[config.mk]
export PLATFORM = sky130hd
export DESIGN_NAME = regwin_bank_addr
export DESIGN_NICKNAME = d
export VERILOG_FILES = /design/src/rtl/regwin_pkg.sv /design/src/rtl/regwin_ptr.sv /design/src/rtl/regwin_route.sv /design/src/rtl/regwin_bank_addr.sv
export SDC_FILE = /design/constraint.sdc
export NUM_CORES = 1
export LEC_CHECK = 0
export ABC_AREA = 1
export BUFFER_PORTS_ARGS = -buffer_cell sky130_fd_sc_hd__buf_2
export CAP_MARGIN = 15
export CELL_PAD_IN_SITES_DETAIL_PLACEMENT = 0
export CELL_PAD_IN_SITES_GLOBAL_PLACEMENT = 1
export CORE_AREA = 2 2 64 54
export DETAILED_ROUTE_END_ITERATION = 10
export DIE_AREA = 0 0 66 56
export PLACE_DENSITY_LB_ADDON = 0.1
export SLEW_MARGIN = 20
export SYNTH_ARGS = -nofsm -noshare
export SYNTH_HDL_FRONTEND = slang
export SYNTH_SLANG_ARGS = --single-unit
[constraint.sdc]
create_clock -name clk -period 1.34 [get_ports clk]
set_input_delay 0.134 -clock clk [delete_from_list [all_inputs] [get_ports clk]]
set_output_delay 0.134 -clock clk [all_outputs]
set_load 0.01 [all_outputs]
[src/rtl/regwin_pkg.sv]
package regwin_pkg;
    typedef enum logic [1:0] {
        KIND_IDLE = 2'd0,
        KIND_RAM  = 2'd1,
        KIND_PTR  = 2'd2,
        KIND_VOID = 2'd3
    } acc_kind_e;
endpackage

[src/rtl/regwin_ptr.sv]
module regwin_ptr #(
    parameter int DATA_W = 8
) (
    input  logic              clk,
    input  logic              rst_n,
    input  logic              wr_en,
    input  logic [DATA_W-1:0] wr_data,
    output logic [DATA_W-1:0] ptr_q
);
    always_ff @(posedge clk) begin
        if (!rst_n)
            ptr_q <= '0;
        else if (wr_en)
            ptr_q <= wr_data;
    end
endmodule

[src/rtl/regwin_route.sv]
module regwin_route
    import regwin_pkg::*;
#(
    parameter int REG_W   = 5,
    parameter int BANK_W  = 3,
    parameter int PHYS_W  = 8,
    parameter int IND_REG = 0,
    parameter int PTR_REG = 4
) (
    input  logic                    active,
    input  logic [REG_W-1:0]        reg_num,
    input  logic [REG_W+BANK_W-1:0] ptr,
    output acc_kind_e               kind,
    output logic [PHYS_W-1:0]       phys
);
    localparam int LOW_W    = REG_W - 1;
    localparam int GLOBAL_N = 1 << LOW_W;
    localparam int PTR_W    = REG_W + BANK_W;

    logic [REG_W-1:0]  eff;
    logic [BANK_W-1:0] bank;

    always_comb begin
        eff  = (reg_num == REG_W'(IND_REG)) ? ptr[REG_W-1:0] : reg_num;
        bank = ptr[PTR_W-1 -: BANK_W];
        if (!eff[REG_W-1])
            phys = PHYS_W'(eff[LOW_W-1:0]);
        else
            phys = PHYS_W'(GLOBAL_N) + PHYS_W'({bank, eff[LOW_W-1:0]});

        if (!active)
            kind = KIND_IDLE;
        else if (eff == REG_W'(IND_REG))
            kind = KIND_VOID;
        else if (eff == REG_W'(PTR_REG))
            kind = KIND_PTR;
        else
            kind = KIND_RAM;
    end
endmodule

[src/rtl/regwin_bank_addr.sv]
module regwin_bank_addr
    import regwin_pkg::*;
#(
    parameter  int REG_W    = 5,
    parameter  int BANK_W   = 3,
    parameter  int IND_REG  = 0,
    parameter  int PTR_REG  = 4,
    localparam int DATA_W   = REG_W + BANK_W,
    localparam int LOW_W    = REG_W - 1,
    localparam int GLOBAL_N = 1 << LOW_W,
    localparam int BANK_N   = 1 << BANK_W,
    localparam int PHYS_N   = GLOBAL_N * (BANK_N + 1),
    localparam int PHYS_W   = $clog2(PHYS_N)
) (
    input  logic              clk,
    input  logic              rst_n,
    input  logic              core_rd,
    input  logic              core_wr,
    input  logic [REG_W-1:0]  core_reg,
    input  logic [DATA_W-1:0] core_wdata,
    output logic [DATA_W-1:0] core_rdata,
    output logic              ram_re,
    output logic              ram_we,
    output logic [PHYS_W-1:0] ram_addr,
    output logic [DATA_W-1:0] ram_wdata,
    input  logic [DATA_W-1:0] ram_rdata
);
    acc_kind_e         kind;
    logic [DATA_W-1:0] ptr_q;
    logic              ptr_we;

    regwin_route #(
        .REG_W  (REG_W),
        .BANK_W (BANK_W),
        .PHYS_W (PHYS_W),
        .IND_REG(IND_REG),
        .PTR_REG(PTR_REG)
    ) u_route (
        .active (core_rd | core_wr),
        .reg_num(core_reg),
        .ptr    (ptr_q),
        .kind   (kind),
        .phys   (ram_addr)
    );

    regwin_ptr #(.DATA_W(DATA_W)) u_ptr (
        .clk    (clk),
        .rst_n  (rst_n),
        .wr_en  (ptr_we),
        .wr_data(core_wdata),
        .ptr_q  (ptr_q)
    );

    always_comb begin
        ram_we     = 1'b0;
        ram_re     = 1'b0;
        ptr_we     = 1'b0;
        core_rdata = '0;
        ram_wdata  = core_wdata;
        unique case (kind)
            KIND_RAM: begin
                ram_we     = core_wr;
                ram_re     = core_rd & ~core_wr;
                core_rdata = ram_rdata;
            end
            KIND_PTR: begin
                ptr_we     = core_wr;
                core_rdata = ptr_q;
            end
            KIND_VOID: core_rdata = '0;
            KIND_IDLE: core_rdata = '0;
        endcase
    end

    AST_IDLE_QUIET: assert property (@(posedge clk) disable iff (!rst_n)
        (!core_rd && !core_wr) |-> (!ram_re && !ram_we));

    AST_GLOBAL_FIXED: assert property (@(posedge clk) disable iff (!rst_n)
        ((core_rd || core_wr) && !core_reg[REG_W-1] && core_reg != REG_W'(IND_REG)
         && core_reg != REG_W'(PTR_REG))
        |-> ((ram_re || ram_we) && ram_addr == PHYS_W'(core_reg)));

    AST_BANK_SLOT: assert property (@(posedge clk) disable iff (!rst_n)
        ((core_rd || core_wr) && core_reg[REG_W-1])
        |-> (ram_addr == PHYS_W'(GLOBAL_N) + PHYS_W'(ptr_q[DATA_W-1 -: BANK_W]) * PHYS_W'(GLOBAL_N)
             + PHYS_W'(core_reg[LOW_W-1:0])));

    AST_SELF_ALIAS_VOID: assert property (@(posedge clk) disable iff (!rst_n)
        ((core_rd || core_wr) && core_reg == REG_W'(IND_REG) && ptr_q[REG_W-1:0] == REG_W'(IND_REG))
        |-> (!ram_re && !ram_we && (!core_rd || core_rdata == '0)));

    AST_PTR_LOCAL: assert property (@(posedge clk) disable iff (!rst_n)
        ((core_rd || core_wr) && core_reg == REG_W'(PTR_REG)) |-> (!ram_re && !ram_we));

    AST_PTR_LATCH: assert property (@(posedge clk) disable iff (!rst_n)
        (core_wr && core_reg == REG_W'(PTR_REG)) |=> (ptr_q == $past(core_wdata)));
endmodule

== Word-level counts from Yosys, hierarchy flattened ==
Index checks and enable logic that the tools add are counted.
Widths: inputs -> output; s select.

* Output and inout port bits: 26
* Bits in writable memories: 0
* Logic and storage cells: 22
* Bits in latches: 0
* Memories: 0
* Memory bits (read-only): 0
* Input port bits: 25
* Register bits after elaboration: 8

* Div/mod/pow operators: 0
* Multiply operators: 0
* Multiplexer cells: 9
* Add/sub/neg operators: 1
* Reduce and logical (&&, ||, !) cells: 4
* $lt $le $gt $ge: 0
* Equal/unequal tests: 4
* Bitwise gates (word level): 3
* Shift-type cells: 0

{| class="wikitable"
|+ Operator list
! kind !! number
|-
| $pmux 8 s3 || 1
|-
| $logic_not 5->1 || 2
|-
| $add 5x7->8 const A || 1
|-
| $mux 8 || 1
|-
| $mux 2 || 3
|-
| $eq 5x3->1 const B || 1
|-
| $mux 5 || 1
|-
| $eq 2x2->1 const B || 2
|-
| $mux 1 || 3
|-
| $eq 2x1->1 const B || 1
|-
| $logic_not 2->1 || 1
|-
| $reduce_or 2->1 || 1
|-
| $and 1x1->1 || 1
|-
| $not 1->1 || 1
|-
| $or 1x1->1 || 1
|}

== Depth between registers and ports, before layout ==
Gate-level depths: netlist of run 1.

* Depth in word-level cells: 9
* Gate-level depth with buffers: 9
* Depth with buffers taken out: 8

== Cells and area by module ==
Synthesis of run 1 repeated with hierarchy kept, for this count alone.

* Cells, all modules: 129
* Area total of the unflattened synthesis: 803.3 um^2

{| class="wikitable"
|+ Modules (own cells, without submodules)
! module !! sequential area each (um^2) !! cells each !! instances !! area each (um^2)
|-
| regwin_ptr || 160.2 || 51 || 1 || 356.6
|-
| regwin_bank_addr || 0.0 || 44 || 1 || 257.7
|-
| regwin_route || 0.0 || 34 || 1 || 188.9
|}

== Least setup slack after synthesis of run 1 ==
Ideal clock, no wire load.

* Path kind: input-to-output
* Start point: input port core_reg[3]
* End point: output port ram_re
* Stages on the path: 7
* Arrival time: 1.252 ns
* Setup slack: -0.046 ns
* Path through: nor2_2 nand3_2 o21bai_1 nor2_2 nand2_2 nand2_2 nor3_1

* Word-level cells in the longest chain between the ends: 8

{| class="wikitable"
|+ Ends and longest elaborated chain
! item !! line !! text
|-
| start, declared || regwin_bank_addr.sv:19 || <nowiki>input logic [REG_W-1:0] core_reg,</nowiki>
|-
| $logic_not 5->1 || regwin_route.sv:24 || <nowiki>eff = (reg_num == REG_W'(IND_REG)) ? ptr[REG_W-1:0] : reg_num;</nowiki>
|-
| $mux 5 (*) || regwin_route.sv:24 ||
|-
| $eq 5x3->1 || regwin_route.sv:35 || <nowiki>else if (eff == REG_W'(PTR_REG))</nowiki>
|-
| $mux 2 || regwin_route.sv:35 ||
|-
| $mux 2 (*) || regwin_route.sv:33 || <nowiki>else if (eff == REG_W'(IND_REG))</nowiki>
|-
| $mux 2 (*) || regwin_route.sv:31 || <nowiki>if (!active)</nowiki>
|-
| $eq 2x1->1 (*) || regwin_bank_addr.sv:60 || <nowiki>unique case (kind)</nowiki>
|-
| $mux 1 (*) || regwin_bank_addr.sv:60 ||
|-
| end, declared || regwin_bank_addr.sv:22 || <nowiki>output logic ram_re,</nowiki>
|}

Every way passes the cells marked *; elsewhere a longest branch is shown, timed or not.

== Final worst setup path of run 1 ==
* Start point: register u_ptr.ptr_q[4]
* End point: output port core_rdata[0]

* Word-level cells in the longest chain between the ends: 8

{| class="wikitable"
|+ Ends and longest elaborated chain
! item !! line !! text
|-
| start, declared || regwin_ptr.sv:8 || <nowiki>output logic [DATA_W-1:0] ptr_q</nowiki>
|-
| start signal, assigned || regwin_ptr.sv:14 || <nowiki>ptr_q <= wr_data;</nowiki>
|-
| $mux 5 (*) || regwin_route.sv:24 ||
|-
| $eq 5x3->1 || regwin_route.sv:35 ||
|-
| $mux 2 || regwin_route.sv:35 ||
|-
| $mux 2 (*) || regwin_route.sv:33 ||
|-
| $mux 2 (*) || regwin_route.sv:31 ||
|-
| $eq 2x2->1 / $logic_not 2->1 (equally long branches) || regwin_bank_addr.sv:60 ||
|-
| $reduce_or 2->1 (no source line) || - ||
|-
| $pmux 8 s3 (*) || regwin_bank_addr.sv:60 ||
|-
| end, declared || regwin_bank_addr.sv:21 || <nowiki>output logic [DATA_W-1:0] core_rdata,</nowiki>
|}

Marked as above.

==> results of run 1 <==
metrics by stage:
step | total power, mW | setup TNS [ns]
2_1_floorplan | 0.362 | 0
3_3_place_gp | 0.456 | -1.82
3_5_place_dp | 0.456 | -1.83
4_1_cts | 0.783 | -2.79
5_1_grt | 0.858 | -3.32
6_report | 0.806 | -2.05
power groups by stage:
| stage | registers (mW) | logic [mW] | clock network, mW |
|---|---|---|---|
| 3_5_place_dp | 0.249 | 0.207 | 0 |
| 5_1_grt | 0.245 | 0.297 | 0.315 |
| 2_1_floorplan | 0.248 | 0.114 | 0 |
| 3_3_place_gp | 0.249 | 0.207 | 0 |
| 4_1_cts | 0.245 | 0.238 | 0.300 |
| 6_report | 0.245 | 0.273 | 0.287 |
cells in the final DEF, fill, tap and decap left out:
cell type | Yosys | routed
clkbuf_8 | 0 | 3
buf_4 | 9 | 22
nor2_4 | 1 | 5
nand2_1 | 29 | 24
dfxtp_1 | 8 | 3
inv_1 | 17 | 15
nand2_2 | 4 | 8
nor3_2 | 0 | 1
nand4_4 | 1 | 2
buf_12 | 0 | 2
o21bai_4 | 0 | 3
nand4_1 | 3 | 3
inv_2 | 0 | 2
buf_2 | 0 | 49
nand2_4 | 0 | 1
nand3_1 | 16 | 13
ha_1 | 1 | 1
nor2_1 | 19 | 14
nand3_2 | 1 | 4
buf_6 | 1 | 4
xor2_1 | 1 | 1
nor2_2 | 4 | 5
dfxtp_2 | 0 | 5
repair_timing:
action	CTS	global route
gates resized for setup	13	23
cloned	0	1
setup endpoints to repair	22	23
pin swaps	6	11
setup buffers	8	7
critical path, delay by kind of cell (launching register included):
kind                   cells  cell delay, ns
AND/OR/NAND/NOR            4            0.34
buffers and inverters      4            0.45
flip-flops                 1            0.32
AO/OA/AOI/OAI              1            0.07
final cells by class:
type	count	area, µm²
sequential	8	166
clock buffer	3	41.3
multi-input combinational	85	546
timing repair buffer	77	495
tap	40	50.0
fill	332	1660
inverter	17	63.8
worst paths after layout:
kind / startpoint / to / cells after the start
max: u_ptr.ptr_q[4]$_SDFFE_PN0P_ / core_rdata[0] / 9
max reg2reg: u_ptr.ptr_q[4]$_SDFFE_PN0P_ / u_ptr.ptr_q[6]$_SDFFE_PN0P_ / 8
min reg2reg: u_ptr.ptr_q[6]$_SDFFE_PN0P_ / u_ptr.ptr_q[6]$_SDFFE_PN0P_ / 4
min: core_wdata[1] / u_ptr.ptr_q[1]$_SDFFE_PN0P_ / 3
cells by family (layout without fill, tap and decap cells):
kind of cell               count (synthesis)  after routing
and+or+nand+nor                           79             80
adders and majority gates                  1              1
xor gates and xnor gates                   1              1
DFF                                        8              8
AOI/OAI and AO/OA                          3              3
buffers and inverters                     28             97
layer usage:
metal  wire, µm  global-route usage, %  vias up  share of wire [%]
met4         35                   2.62        0                1.4
met2       1280                   21.4       35                 52
met1        975                   12.5      416                 40
li1           -                      -      509                  -
met3        167                   4.05        4                6.8
met5          0                      0        -                  0
==> results.json, run 1 <==
{
  "outcome": "finished, violations left",
  "failed_checks": "setup timing",
  "main_combinational_cell_family_by_area_after_synthesis": "simple AND/OR/NAND/NOR gates",
  "max-clock-path-buffers": 2,
  "min_period_over_period_pct": 117,
  "cell_internal_pwr_uw": 573,
  "worst-slew-pin-transition_ns": 0.198,
  "postSynthAreaPerCell_um2": 6.09,
  "route.final.wire_length_um": 2460,
  "total_vias_in_the_final_route": 964,
  "io-pin-count": 51,
  "synth_commonest_cells": "29 x nand2_1, 19 x nor2_1, 17 x inv_1, 16 x nand3_1, 9 x buf_4",
  "synthesis.instances": 120,
  "fin_hold_ws_ns": 0.138,
  "postSynth.asyncResetShare_pct": 0,
  "biggestRegsByFlops": "u_ptr.ptr_q x8",
  "combinational_cell_fraction_of_total_power_pct": 33.9,
  "route.antenna.remaining_nets": 0,
  "reg_clk_slew_reported_paths_ns": 0.04,
  "numPortBuffers": 50,
  "synthesis.nets": 146,
  "place_hpwl_um": 1730,
  "finish.instance_area_um2": 1360,
  "reg2reg_setup_slack_ns": 0.01,
  "die_w_um": 66,
  "rsz0062_at_grt": "yes",
  "cellPowerDensity_nw_per_um2": 591,
  "largest_reg_flops": 8,
  "synth-simple-area-share_pct": 51.5,
  "power.share.switching_pct": 28.9,
  "finClkSkew_ns": 0.00423,
  "route.detailed.drc": 0,
  "grt_remaining_overflow": 0,
  "htreeDepth": 1,
  "worstHoldPathType": "in -> reg",
  "starting_density_pct": 24.2,
  "final_cell_count_no_fill": 230,
  "ys_top_cells_by_area": "dfxtp_1 22%, nand2_1 15%, nand3_1 11%",
  "share_of_synthesized_area_spent_on_multiplexers_pct": 0,
  "maxSlewHeadroom_pct": 86.8,
  "fraction_of_the_mapped_netlist_area_in_compound_gates_pct": 3.60,
  "worst_slack_ns": -0.229,
  "antenna_violations_before_repair": 0,
  "iteration_0_drc_count_of_the_detailed_router": 31,
  "numPlacedInstances": 214,
  "wire_length_of_the_first_global_routing_pass_um": 3370,
  "setup.worst_path.end_class": "output pin",
  "synth_xor_area_share_pct": 1.20,
  "post_synthesis_sequential_element_count": 8,
  "peak_per_stage_delay_on_the_critical_path_ns": 0.32,
  "final-hold-violation-count": 0,
  "routed_wire_length_per_instance_um": 10.7,
  "power_leakage_nw": 0.791,
  "timing_worst_setup_path_type": "reg -> out",
  "timing.critical_path.arrival_ns": 1.43,
  "post-route-util_pct": 45.1,
  "numCtsBuffers": 3,
  "n_antenna_cell": 0,
  "yosys.area_share.adder_pct": 1.71,
  "pin_count_of_the_biggest_net_entering_global_routing": 18,
  "regMostFlops": "u_ptr.ptr_q",
  "cts-root-buf": "clkbuf_8",
  "crit_fanout": 8,
  "synthesis.area_um2": 731,
  "power.net_switching_uw": 233,
  "ys_warn_count": 0,
  "maxCapViolations": 0,
  "timing.critical_path.cells": "inv_2, o21bai_4, nor2_4, nand2_4, buf_12, buf_12, nand3_1, nand2_1, buf_2",
  "first_global_vias": 842,
  "critPathSlowestCell": "dfxtp_2",
  "cts_tree": "built",
  "number_of_enable_type_register_cells_in_the_synthesized_netlist": 0,
  "pwr-share-seq_pct": 30.4,
  "row_count": 18,
  "finalCriticalPeriod_ns": 1.57,
  "clock_power_share_pct": 35.7,
  "seq_area_frac_synth_pct": 21.9,
  "cts.hold.buffers_added": 0,
  "ir_drop_v": 0.000449,
  "syn_to_final_growth_pct": 86.5,
  "routabilityCongestion": 0.784,
  "total_placed_instance_area_um2": 1070,
  "clkLatencyLatePin_ns": 0.23,
  "dpl_worst_slack_ns": -0.154,
  "grt.total_usage_pct": 11.6,
  "die-area_um2": 3700,
  "numClockSinks": 8,
  "final_layout_size_suffix_gt1_share_pct": 61.1,
  "synth.top_cell.area_share_pct": 21.9,
  "die_h_um": 56,
  "timing_max_transition_violations_final": 0,
  "yosysMostFrequentCell": "nand2_1",
  "firstDrtPassIters": 4,
  "setup_viol_count_final": 11,
  "ys_types": 19,
  "per_cell_via_count_in_the_routed_design": 4.19,
  "setup.worst_path.start_class": "flip-flop",
  "synth_largest_area_cell": "dfxtp_1",
  "dominantRegCellSynth": "dfxtp_1",
  "design.final.nets": 218,
  "fmax_mhz": 637,
  "core_area_um2": 3020,
  "critPathRequiredTime_ns": 1.21,
  "crit_path_frequent_cell": "buf_12"
}
(Power assumes the default switching activity.)
==> run 2, diff against run 1 <==
--- a/config.mk
+++ b/config.mk
@@ -7,12 +7,13 @@
 export LEC_CHECK = 0
 export ABC_AREA = 1
 export BUFFER_PORTS_ARGS = -buffer_cell sky130_fd_sc_hd__buf_2
-export CAP_MARGIN = 15
+export CAP_MARGIN = 20
 export CELL_PAD_IN_SITES_DETAIL_PLACEMENT = 0
 export CELL_PAD_IN_SITES_GLOBAL_PLACEMENT = 1
 export CORE_AREA = 2 2 64 54
 export DETAILED_ROUTE_END_ITERATION = 10
 export DIE_AREA = 0 0 66 56
+export MAX_ROUTING_LAYER = met4
 export PLACE_DENSITY_LB_ADDON = 0.1
 export SLEW_MARGIN = 20
 export SYNTH_ARGS = -nofsm -noshare
==> results.json, run 2 (synthesis results as in run 1) <==
{
  "starting_density_pct": 24.2,
  "die_h_um": 56,
  "final_layout_size_suffix_gt1_share_pct": 61.1,
  "routed_wire_length_per_instance_um": 10.7,
  "n_antenna_cell": 0,
  "critPathRequiredTime_ns": 1.21,
  "maxSlewHeadroom_pct": 86.8,
  "min_period_over_period_pct": 117,
  "firstDrtPassIters": 4,
  "timing.critical_path.arrival_ns": 1.43,
  "numPortBuffers": 50,
  "finish.instance_area_um2": 1360,
  "ir_drop_v": 0.000449,
  "max-clock-path-buffers": 2,
  "regMostFlops": "u_ptr.ptr_q",
  "layout.cells.most_common_list": "49 x buf_2, 24 x nand2_1, 22 x buf_4",
  "route.detailed.drc": 0,
  "finalCriticalPeriod_ns": 1.57,
  "die_w_um": 66,
  "cts-root-buf": "clkbuf_8",
  "maxCapViolations": 0,
  "grtUsageMet1_pct": 12.8,
  "setup.worst_path.end_class": "output pin",
  "fin_total_pwr_uw": 806,
  "wire_length_of_the_first_global_routing_pass_um": 3370,
  "combinational_cell_fraction_of_total_power_pct": 33.9,
  "route.antenna.remaining_nets": 0,
  "fmax_mhz": 637,
  "total_vias_in_the_final_route": 964,
  "antenna_violations_before_repair": 0,
  "power.share.switching_pct": 28.9,
  "critPathSlowestCell": "dfxtp_2",
  "dpl_worst_slack_ns": -0.154,
  "final-hold-violation-count": 0,
  "crit_path_frequent_cell": "buf_12",
  "total_placed_instance_area_um2": 1070,
  "clock_power_share_pct": 35.7,
  "power_leakage_nw": 0.791,
  "failed_checks": "setup timing",
  "row_count": 18,
  "biggestRegsByFlops": "u_ptr.ptr_q x8",
  "crit_fanout": 8,
  "cellPowerDensity_nw_per_um2": 591,
  "worstHoldPathType": "in -> reg",
  "core_area_um2": 3020,
  "cts_tree": "built",
  "grt.total_usage_pct": 11.9,
  "outcome": "finished, violations left",
  "most_common_cell_after_layout_fill_and_taps_aside": "buf_2",
  "numCtsBuffers": 3,
  "power.net_switching_uw": 233,
  "design.final.nets": 218,
  "routabilityCongestion": 0.795,
  "fin_tns_setup_ns": -2.05,
  "post-route-util_pct": 45.1,
  "rsz0062_at_grt": "yes",
  "cell_internal_pwr_uw": 573,
  "peak_per_stage_delay_on_the_critical_path_ns": 0.32,
  "setup_viol_count_final": 11,
  "io-pin-count": 51,
  "first_global_vias": 842,
  "route.final.wire_length_um": 2460,
  "cp_delay_by_family_top": "buffers and inverters",
  "pwr-share-seq_pct": 30.4,
  "place_hpwl_um": 1730,
  "iteration_0_drc_count_of_the_detailed_router": 32,
  "global_route.peak_usage_layer": "met2",
  "worst-slew-pin-transition_ns": 0.198,
  "die-area_um2": 3700,
  "timing_max_transition_violations_final": 0,
  "grt_use_met3_pct": 3.64,
  "buf_inv_stages_crit_path": 4,
  "clkLatencyLatePin_ns": 0.23,
  "timing.critical_path.cells": "inv_2, o21bai_4, nor2_4, nand2_4, buf_12, buf_12, nand3_1, nand2_1, buf_2",
  "per_cell_via_count_in_the_routed_design": 4.19,
  "grt_remaining_overflow": 0,
  "pin_count_of_the_biggest_net_entering_global_routing": 18,
  "numPlacedInstances": 214,
  "numClockSinks": 8,
  "cts.hold.buffers_added": 0,
  "finClkSkew_ns": 0.00423,
  "fin_hold_ws_ns": 0.138,
  "reg_clk_slew_reported_paths_ns": 0.04,
  "largest_reg_flops": 8,
  "final_cell_count_no_fill": 230,
  "setup.worst_path.start_class": "flip-flop",
  "timing_worst_setup_path_type": "reg -> out",
  "syn_to_final_growth_pct": 86.5,
  "htreeDepth": 1,
  "use_met2_pct": 21.4,
  "worst_slack_ns": -0.229
}
[run 2: cell counts in the layout (fill, tap and decap cells not counted)]
Identical to the previous run, type by type.
[run 2: worst paths after layout]
kind | depth (start not counted) | startpoint | slack, ns | endpoint
max | 9 | u_ptr.ptr_q[4]$_SDFFE_PN0P_ | -0.23 | core_rdata[0]
min | 3 | core_wdata[1] | 0.14 | u_ptr.ptr_q[1]$_SDFFE_PN0P_
max reg2reg | 8 | u_ptr.ptr_q[4]$_SDFFE_PN0P_ | 0.01 | u_ptr.ptr_q[6]$_SDFFE_PN0P_
min reg2reg | 4 | u_ptr.ptr_q[6]$_SDFFE_PN0P_ | 0.53 | u_ptr.ptr_q[6]$_SDFFE_PN0P_
[run 2: area by class of cell]
type                       instances  area, µm²
tap                               40       50.0
timing repair buffer              77        495
clock buffer                       3       41.3
fill                             332       1660
inverter                          17       63.8
multi-input combinational         85        546
sequential                         8        166
[run 2: layer usage]
metal,share of wire [%],up-vias
met5,0,-
met4,1.4,0
met3,6.3,4
met2,52,35
met1,40,416
li1,-,509
[run 2: repair_timing]
item	CTS	global route
setup buffers	8	7
endpoints found under the setup margin	22	23
gates cloned	0	1
hold endpoints to repair	0	0
pin swaps	6	11
resized for setup	13	23
[run 2: worst min-delay path, stage by stage]
cell and delay, ns:
buf_2 0.08, nor2_1 0.04, nor2_1 0.08
[run 2: power by group through the flow]
stage | Combinational [mW] | Clock (mW) | Sequential (mW)
global route | 0.297 | 0.315 | 0.245
detailed placement | 0.207 | 0 | 0.249
CTS | 0.238 | 0.300 | 0.245
finish | 0.273 | 0.287 | 0.245
global placement | 0.207 | 0 | 0.249
floorplan | 0.114 | 0 | 0.248
==> run 3, diff against run 2 <==
--- a/config.mk
+++ b/config.mk
@@ -15,6 +15,7 @@
 export DIE_AREA = 0 0 66 56
 export MAX_ROUTING_LAYER = met4
 export PLACE_DENSITY_LB_ADDON = 0.1
+export SKIP_CTS_REPAIR_TIMING = 1
 export SLEW_MARGIN = 20
 export SYNTH_ARGS = -nofsm -noshare
 export SYNTH_HDL_FRONTEND = slang
==> results.json, run 3 (synthesis results as in run 1) <==
{
  "timing.critical_path.depth": 8,
  "wire_length_of_the_first_global_routing_pass_um": 3260,
  "per_cell_via_count_in_the_routed_design": 4.11,
  "reg2reg_setup_slack_ns": 0,
  "antenna_violations_before_repair": 0,
  "io-pin-count": 51,
  "timing_max_transition_violations_final": 0,
  "finalCriticalPeriod_ns": 1.58,
  "cts_tree": "built",
  "timing.critical_path.cells": "nand4_1, nand2_2, nor2_4, nand2_4, nor2_4, nand3_1, nand2_1, buf_2",
  "use_met2_pct": 20.2,
  "pin_count_of_the_biggest_net_entering_global_routing": 18,
  "ir_drop_v": 0.000448,
  "place_hpwl_um": 1730,
  "routed_wire_length_per_instance_um": 10.0,
  "numPortBuffers": 50,
  "layout.cells.most_common_list": "48 x buf_2, 25 x nand2_1, 19 x nor2_1, 19 x buf_4, 15 x nand3_1",
  "most_common_cell_after_layout_fill_and_taps_aside": "buf_2",
  "numClockSinks": 8,
  "first_global_vias": 808,
  "die-area_um2": 3700,
  "setup_viol_count_final": 11,
  "regMostFlops": "u_ptr.ptr_q",
  "power_leakage_nw": 0.735,
  "r2r_start": "u_ptr.ptr_q[0]$_SDFFE_PN0P_",
  "worst-slew-pin-transition_ns": 0.269,
  "starting_density_pct": 24.2,
  "maxSlewHeadroom_pct": 82.0,
  "final-hold-violation-count": 0,
  "total_placed_instance_area_um2": 1070,
  "maxCapViolations": 0,
  "crit_fanout": 8,
  "syn_to_final_growth_pct": 70.0,
  "timing_worst_setup_path_type": "reg -> out",
  "failed_checks": "setup timing",
  "buf_inv_stages_crit_path": 1,
  "clkLatencyLatePin_ns": 0.23,
  "die_h_um": 56,
  "grt_use_met3_pct": 3.64,
  "htreeDepth": 1,
  "max-clock-path-buffers": 2,
  "total_vias_in_the_final_route": 916,
  "final_layout_size_suffix_gt1_share_pct": 55.2,
  "route.antenna.remaining_nets": 0,
  "design.final.nets": 211,
  "fmax_mhz": 635,
  "critPathRequiredTime_ns": 1.21,
  "n_antenna_cell": 0,
  "largest_reg_flops": 8,
  "post-route-util_pct": 41.2,
  "biggestRegsByFlops": "u_ptr.ptr_q x8",
  "peak_per_stage_delay_on_the_critical_path_ns": 0.32,
  "rsz0062_at_grt": "yes",
  "global_route.peak_usage_layer": "met2",
  "critPathSlowestCell": "dfxtp_2",
  "reg_clk_slew_reported_paths_ns": 0.04,
  "outcome": "finished, violations left",
  "routabilityCongestion": 0.795,
  "crit_path_frequent_cell": "nor2_4",
  "worst_slack_ns": -0.236,
  "iteration_0_drc_count_of_the_detailed_router": 17,
  "grt.total_usage_pct": 11.5,
  "setup.worst_path.start_class": "flip-flop",
  "numCtsBuffers": 3,
  "grt_remaining_overflow": 0,
  "cellPowerDensity_nw_per_um2": 618,
  "r2r_cells": 7,
  "fillCellCount": 348,
  "cp_delay_by_family_top": "simple AND/OR/NAND/NOR gates",
  "die_w_um": 66,
  "row_count": 18,
  "finish.instance_area_um2": 1240,
  "crit_end": "core_rdata[4]",
  "r2r-end": "u_ptr.ptr_q[3]$_SDFFE_PN0P_",
  "route.final.wire_length_um": 2230,
  "timing.critical_path.arrival_ns": 1.44,
  "min_period_over_period_pct": 118,
  "finClkSkew_ns": 0.00335,
  "grtUsageMet1_pct": 12.5,
  "worstSetupStartpoint": "u_ptr.ptr_q[3]$_SDFFE_PN0P_",
  "setup.worst_path.end_class": "output pin",
  "route.detailed.drc": 0,
  "core_area_um2": 3020,
  "cts-root-buf": "clkbuf_8",
  "firstDrtPassIters": 4,
  "worstHoldPathType": "in -> reg"
}
run 3: cell count changes in the layout (fill, tap and decap cells not counted), sizes merged:
cell / change
buf: -6
nand4: -1
run 3: tightest hold or removal path: stages:
cell and delay, ns:
buf_2 0.08, nor2_1 0.04, nor2_1 0.08
run 3: per-stage QoR:
step | std cells | power, mW | TNS [ns] | hold slack (ns) | worst slack [ns]
4_1_cts | 217 | 0.753 | -4.44 | 0.133 | -0.380
3_5_place_dp | 214 | 0.456 | -1.83 | 0.374 | -0.154
5_1_grt | 223 | 0.820 | -3.99 | 0.142 | -0.355
2_1_floorplan | 120 | 0.362 | 0 | 0.269 | 0.0138
3_3_place_gp | 214 | 0.456 | -1.82 | 0.367 | -0.173
6_report | 223 | 0.768 | -1.88 | 0.138 | -0.236
run 3: layout make-up:
cell class,instances,area [µm²],area share [%]
Tap cell,40,50.0,4.03
Clock buffer,3,41.3,3.32
Inverter,17,63.8,5.14
Timing Repair Buffer,71,428,34.4
Multi-Input combinational cell,84,494,39.8
Sequential cell,8,165,13.3
run 3: metal layers:
metal / wire [µm] / share of wire [%] / up-vias
met5: 0 / 0 / -
met3: 122 / 5.5 / 0
met1: 948 / 43 / 400
li1: - / - / 491
met2: 1160 / 52 / 25
met4: 0 / 0 / 0
run 3: worst min path at each step:
stage	endpoint	start	cells past startpoint	slack (ns)
after floorplan	u_ptr.ptr_q[0]$_SDFFE_PN0P_	core_wdata[0]	2	0.27
final	u_ptr.ptr_q[4]$_SDFFE_PN0P_	core_wdata[4]	3	0.14
after global placement	u_ptr.ptr_q[7]$_SDFFE_PN0P_	core_wdata[7]	3	0.37
after CTS	u_ptr.ptr_q[4]$_SDFFE_PN0P_	core_wdata[4]	3	0.13
after detailed placement	u_ptr.ptr_q[4]$_SDFFE_PN0P_	core_wdata[4]	3	0.37
after global routing	u_ptr.ptr_q[1]$_SDFFE_PN0P_	core_wdata[1]	3	0.14
run 3: report_power, final:
| part | internal, mW | total [mW] | leakage, nW | switching [mW] |
|---|---|---|---|---|
| combinational | 0.116 | 0.237 | 0.647 | 0.121 |
| sequential | 0.243 | 0.245 | 0.0666 | 0.00259 |
| clock | 0.194 | 0.285 | 0.0216 | 0.0912 |
| total | 0.552 | 0.768 | 0.735 | 0.215 |
